===== src/rtl/dbi_crc_pkg.sv =====
package dbi_crc_pkg;
    localparam int BEATS    = 8;
    localparam int BYTE_W   = 8;
    localparam int CRC_W    = 8;
    localparam int LANE_BITS = BEATS * BYTE_W;
    localparam logic [CRC_W-1:0] CRC_POLY = 8'h07;
    localparam logic [CRC_W-1:0] CRC_INIT = 8'hFF;
    localparam int INV_LIMIT = 4;

    function automatic logic [CRC_W-1:0] crc_bit(input logic [CRC_W-1:0] c, input logic b);
        logic [CRC_W-1:0] sh;
        sh = {c[CRC_W-2:0], 1'b0};
        return (c[CRC_W-1] ^ b) ? (sh ^ CRC_POLY) : sh;
    endfunction

    function automatic logic [CRC_W-1:0] crc_beat(input logic [CRC_W-1:0] c,
                                                  input logic [BYTE_W-1:0] dq,
                                                  input logic flag);
        logic [CRC_W-1:0] r;
        r = c;
        for (int i = 0; i < BYTE_W; i++) r = crc_bit(r, dq[i]);
        return crc_bit(r, flag);
    endfunction

    function automatic logic [3:0] zero_count(input logic [BYTE_W-1:0] v);
        logic [3:0] n;
        n = '0;
        for (int i = 0; i < BYTE_W; i++) n = n + {3'd0, ~v[i]};
        return n;
    endfunction
endpackage


===== src/rtl/lane_dbi_crc_enc.sv =====
module lane_dbi_crc_enc
    import dbi_crc_pkg::*;
(
    input  logic [LANE_BITS-1:0] raw,
    input  logic                 dbi_en,
    output logic [LANE_BITS-1:0] wire_dq,
    output logic [BEATS-1:0]     wire_dbi_n,
    output logic [CRC_W-1:0]     crc
);
    logic [CRC_W-1:0]  acc;
    logic [BYTE_W-1:0] src;
    logic              inv;

    always_comb begin
        acc        = CRC_INIT;
        wire_dq    = '0;
        wire_dbi_n = '1;
        src        = '0;
        inv        = 1'b0;
        for (int b = 0; b < BEATS; b++) begin
            src = raw[b*BYTE_W +: BYTE_W];
            inv = dbi_en && (zero_count(src) > 4'(INV_LIMIT));
            wire_dq[b*BYTE_W +: BYTE_W] = inv ? ~src : src;
            wire_dbi_n[b] = ~inv;
            acc = crc_beat(acc, wire_dq[b*BYTE_W +: BYTE_W], ~inv);
        end
        crc = acc;
    end
endmodule


===== src/rtl/lane_wr_crc_step.sv =====
module lane_wr_crc_step
    import dbi_crc_pkg::*;
(
    input  logic [CRC_W-1:0]  crc_in,
    input  logic [BYTE_W-1:0] dq,
    input  logic              flag,
    output logic [CRC_W-1:0]  crc_next,
    output logic              mismatch
);
    always_comb begin
        crc_next = crc_beat(crc_in, dq, flag);
        mismatch = (dq != crc_in);
    end
endmodule


===== src/rtl/rd_dbi_crc_framer.sv =====
module rd_dbi_crc_framer
    import dbi_crc_pkg::*;
#(
    parameter int LANES = 2
) (
    input  logic                       clk,
    input  logic                       rst_n,
    input  logic                       dbi_en,
    input  logic                       crc_en,
    input  logic                       rd_start,
    input  logic [LANES*LANE_BITS-1:0] rd_data,
    output logic                       tx_valid,
    output logic                       tx_last,
    output logic [LANES*BYTE_W-1:0]    tx_dq,
    output logic [LANES-1:0]           tx_dbi_n,
    input  logic                       wr_valid,
    input  logic [LANES*BYTE_W-1:0]    wr_dq,
    input  logic [LANES-1:0]           wr_dbi_n,
    input  logic                       err_clr,
    output logic [LANES-1:0]           crc_err
);
    localparam int SLOTS    = BEATS + 1;
    localparam int SLOT_DQ  = LANES * BYTE_W;
    localparam int FRM_DQ_W = SLOTS * SLOT_DQ;
    localparam int FRM_FL_W = SLOTS * LANES;
    localparam logic [3:0] LAST_CRC   = 4'(BEATS);
    localparam logic [3:0] LAST_PLAIN = 4'(BEATS - 1);

    typedef struct packed {
        logic                     busy;
        logic [3:0]               slot;
        logic [3:0]               last;
        logic [FRM_DQ_W-1:0]      frm_dq;
        logic [FRM_FL_W-1:0]      frm_fl;
        logic [3:0]               wcnt;
        logic [LANES*CRC_W-1:0]   wcrc;
        logic [LANES-1:0]         err;
    } state_t;

    state_t st_d, st_q;

    logic [LANES*LANE_BITS-1:0] enc_dq;
    logic [LANES*BEATS-1:0]     enc_fl;
    logic [LANES*CRC_W-1:0]     enc_crc;
    logic [LANES*CRC_W-1:0]     wstep;
    logic [LANES-1:0]           wmis;

    for (genvar l = 0; l < LANES; l++) begin : g_lane
        lane_dbi_crc_enc u_enc (
            .raw        (rd_data[l*LANE_BITS +: LANE_BITS]),
            .dbi_en     (dbi_en),
            .wire_dq    (enc_dq[l*LANE_BITS +: LANE_BITS]),
            .wire_dbi_n (enc_fl[l*BEATS +: BEATS]),
            .crc        (enc_crc[l*CRC_W +: CRC_W])
        );
        lane_wr_crc_step u_wstep (
            .crc_in   (st_q.wcrc[l*CRC_W +: CRC_W]),
            .dq       (wr_dq[l*BYTE_W +: BYTE_W]),
            .flag     (wr_dbi_n[l]),
            .crc_next (wstep[l*CRC_W +: CRC_W]),
            .mismatch (wmis[l])
        );
    end

    always_comb begin
        st_d = st_q;
        // read burst sequencing
        if (!st_q.busy) begin
            if (rd_start) begin
                st_d.busy = 1'b1;
                st_d.slot = '0;
                st_d.last = crc_en ? LAST_CRC : LAST_PLAIN;
                for (int s = 0; s < BEATS; s++) begin
                    for (int l = 0; l < LANES; l++) begin
                        st_d.frm_dq[(s*LANES+l)*BYTE_W +: BYTE_W] =
                            enc_dq[l*LANE_BITS + s*BYTE_W +: BYTE_W];
                        st_d.frm_fl[s*LANES+l] = enc_fl[l*BEATS + s];
                    end
                end
                for (int l = 0; l < LANES; l++) begin
                    st_d.frm_dq[(BEATS*LANES+l)*BYTE_W +: BYTE_W] =
                        crc_en ? enc_crc[l*CRC_W +: CRC_W] : '0;
                    st_d.frm_fl[BEATS*LANES+l] = 1'b1;
                end
            end
        end else begin
            st_d.frm_dq = st_q.frm_dq >> SLOT_DQ;
            st_d.frm_fl = {{LANES{1'b1}}, st_q.frm_fl[FRM_FL_W-1:LANES]};
            if (st_q.slot == st_q.last) st_d.busy = 1'b0;
            else                        st_d.slot = st_q.slot + 4'd1;
        end
        // write check; a detected mismatch overrides a same-edge clear
        if (err_clr) st_d.err = '0;
        if (wr_valid) begin
            if (st_q.wcnt == LAST_CRC) begin
                st_d.err  = st_d.err | wmis;
                st_d.wcnt = '0;
                st_d.wcrc = {LANES{CRC_INIT}};
            end else if (!crc_en && st_q.wcnt == LAST_PLAIN) begin
                st_d.wcnt = '0;
                st_d.wcrc = {LANES{CRC_INIT}};
            end else begin
                st_d.wcnt = st_q.wcnt + 4'd1;
                st_d.wcrc = wstep;
            end
        end
    end

    always_ff @(posedge clk) begin
        if (!rst_n) begin
            st_q.busy   <= 1'b0;
            st_q.slot   <= '0;
            st_q.last   <= '0;
            st_q.frm_dq <= '0;
            st_q.frm_fl <= '1;
            st_q.wcnt   <= '0;
            st_q.wcrc   <= {LANES{CRC_INIT}};
            st_q.err    <= '0;
        end else begin
            st_q <= st_d;
        end
    end

    assign tx_valid = st_q.busy;
    assign tx_last  = st_q.busy && (st_q.slot == st_q.last);
    assign tx_dq    = st_q.frm_dq[SLOT_DQ-1:0];
    assign tx_dbi_n = st_q.frm_fl[LANES-1:0];
    assign crc_err  = st_q.err;
endmodule


===== config.mk =====
export PLATFORM = sky130hd
export DESIGN_NAME = rd_dbi_crc_framer
export DESIGN_NICKNAME = d
export VERILOG_FILES = /design/src/rtl/dbi_crc_pkg.sv /design/src/rtl/lane_dbi_crc_enc.sv /design/src/rtl/lane_wr_crc_step.sv /design/src/rtl/rd_dbi_crc_framer.sv
export SDC_FILE = /design/constraint.sdc
export NUM_CORES = 1
export LEC_CHECK = 0
export CORE_ASPECT_RATIO = 2
export CORE_MARGIN = 5
export CORE_UTILIZATION = 54
export CTS_BUF_LIST = sky130_fd_sc_hd__clkbuf_2
export DETAILED_ROUTE_END_ITERATION = 6
export GPL_ROUTABILITY_DRIVEN = 1
export PLACE_DENSITY = 0.79
export SLEW_MARGIN = 0
export SYNTH_ARGS = -nofsm -noshare
export SYNTH_HDL_FRONTEND = slang
export SYNTH_SLANG_ARGS = --single-unit

===== constraint.sdc =====
create_clock -name clk -period 7.75 [get_ports clk]
set_clock_uncertainty 0.05 [all_clocks]
set_input_delay 1.55 -clock clk [delete_from_list [all_inputs] [get_ports clk]]
set_output_delay 1.55 -clock clk [all_outputs]
set_load 0.01 [all_outputs]

==> out/metrics.cfg <==
[floorplan]
initial_utilization = 0.542
num_rows = 93
die_area_um2 = 36000
ioPinCount = 175
die_w_um = 137
core-area_um2 = 32000
die_y_um = 263

[place]
place_ws_ns = -0.578
place.gp.congestion = 0.922
placed_cell_area_um2 = 20600
dpl.hpwl_um = 38200
numPortBuffers = 174

[clocking]
htree_levels = 4
cts_sinks = 189
cts_resized = 0
postCtsSetupBuffers = 0
cts_made_buffers = 17
clkTransAtPathRegs_ns = 0.27
ctsHoldBuffers = 0
cts_root_buf = clkbuf_2
insertion_delay_ns = 0.75
cts_tree = done
clockBufferDepth = 2

[min_path]
hold_path.class = flip-flop to flip-flop

[global_routing]
globalRouteOverflowTotal = 0
antenna_found_initial = 1
grt_pass1_vias = 14700
grt_max_degree = 142
grt_pass1_wl_um = 73100
track_usage = 0.259

[layout]
syn_to_final_growth_pct = 20.6
fin_nets = 2470
fin_area_um2 = 20900
multiInputGateArea_um2 = 12500
regArea_um2 = 3790
final.fill_count = 2634
drive_gt1_frac = 0.128

[sta]
worst_pin_slew_ns = 1.16
timing.fmax_mhz = 133
fin_crit_sh = 0.967
holdWs_ns = 0.424
period_minus_slack_ns = 7.50
hold_violations = 0
final-setup-viol-count = 0
rsz0062_at_grt = no
timing.slew.headroom = 0.224
slew_violations = 0
finalWorstSetupSlack_ns = 0.254

[synth]
yosys_warnings = 0
synth_nets = 2196
synth.area.top_cells = dfxtp_1 22%, xnor2_1 20%, xnor3_1 9.5%
ys_ff_latch = 189
synth.cell_area_um2 = 17300
ys_seq_area_frac = 0.218
yosysUniqueCellTypes = 48
synth_area_leader_cell = dfxtp_1
synth_top_area_frac = 0.218
syn_area_per_cell_um2 = 8.99
syn_inst = 1928

[worst_setup_path]
crit_type = primary input to flip-flop
crit_path_start_kind = primary input
cp_data_required_time_ns = 8.40
endpoint_kind = flip-flop
cp_max_fo = 3
crit_arrival_ns = 8.14

[drt]
drc = 0
dr.first_iter.drc_count = 645
final_antenna_net_count = 0
dr.pass1.iters = 5
wl_per_cell_um = 17.6
finalWirelength_um = 46500
vias = 13900
vias_per_cell = 5.26

[outcome]
status = finished clean

[run]
maxCapViolCount = 0

registers in the layout, summed over array words and instances (netlist names):
name and flops:
tx_dbi_n 2, tx_valid 1, st_q 168, tx_dq 16
crc_err 2
final timing paths:
kind | startpoint | endpoint | slack, ns | cells after the start
max | rd_data[0] | st_q[171] | 0.25 | 20
min | st_q[177] | st_q[177] | 0.42 | 2
max reg2reg | tx_valid | st_q[187] | 4.81 | 5
min reg2reg | st_q[177] | st_q[177] | 0.42 | 2
synth_stat cells, drive strengths merged:
master / number
a211o: 1
nor2: 293
inv: 144
o22ai: 15
a21oi: 165
nand2b: 1
o32ai: 2
xnor2: 413
dfxtp: 189
nand3b: 1
o22a: 1
xor2: 75
fa: 64
nand2: 75
ha: 51
o21ai: 42
a32oi: 2
nor3: 6
a211oi: 106
nand4: 1
nor4: 5
and2: 3
and3: 2
xnor3: 82
xor3: 5
a21boi: 3
buf: 48
nand3: 1
mux2i: 37
o21bai: 3
or3b: 1
o211ai: 5
a31oi: 2
a32o: 1
a311oi: 5
clkbuf: 75
nor2b: 3
metal layers:
metal  wire, um  global-route usage  part of all wire  vias to the layer above
met5          0                   0                 0                        -
met4       3860               0.187             0.083                        0
met3       1070              0.0256             0.023                      192
met1      15200               0.244              0.33                     6545
li1           -                   -                 -                     6840
met2      26400               0.497              0.57                      337
cell families (layout without fill, tap and decap cells):
logic type,Yosys count,after routing,synth area share
XOR/XNOR,575,575,0.375
AND/OR/NAND/NOR,392,392,0.0880
flip-flops,189,189,0.218
multiplexers,37,37,0.0214
buffers and inverters,267,554,0.0629
AO/OA/AOI/OAI,353,353,0.124
other,0,1,0
adder cells (fa/ha/maj),115,115,0.111
stage by stage:
step | setup TNS, ns | std cells | util
2_1_floorplan | 0 | 1928 | -
4_1_cts | 0 | 2642 | 0.654
3_5_place_dp | -6.24 | 2610 | 0.645
6_report | 0 | 2643 | 0.654
3_3_place_gp | -3.94 | 2610 | 0.645
5_1_grt | 0 | 2643 | 0.654
final cells by class:
cell class                 count  area share
multi-input combinational   1472       0.597
sequential                   189       0.181
timing repair buffer         378       0.157
inverter                     144      0.0260
tap                          427      0.0255
clock inverter                14     0.00909
clock buffer                  18     0.00431
antenna                        1    0.000120
worst max-delay path: stages:
cell and delay (ns):
clkdlybuf4s50_1 0.48, inv_1 0.08, ha_4 0.25, fa_1 0.53
fa_1 0.45, fa_1 0.46, fa_1 0.52, o22ai_1 0.13
o32ai_4 0.38, buf_4 0.21, xnor3_2 0.31, xor2_2 0.20
xnor3_1 0.48, xnor3_1 0.42, xnor2_1 0.21, xnor3_1 0.29
xnor3_2 0.42, xnor2_2 0.21, xnor3_1 0.33, a32o_1 0.26
cell usage in the layout (no fill, tap or decap), types with 4 or more instances in the layout:
cell               n
xnor2_2           18
xor3_1             5
fa_1              64
o211ai_1           5
xnor3_1           72
nand2_1           74
nor3_1             5
xor2_2             5
a211oi_1         106
xor2_1            69
buf_4            204
a311oi_1           5
inv_1            142
nor4_1             5
xnor3_2           10
o22ai_1           14
ha_1              50
a21oi_1          165
bufinv_16          4
clkbuf_2          18
dfxtp_1          188
clkdlybuf4s50_1  173
nor2_1           293
mux2i_1           37
o21ai_1           11
o21ai_0           31
xnor2_1          392
Power is left out: the tool's default activity adds up to more than one toggle a clock period on the data nets, which glitch-free logic cannot reach.
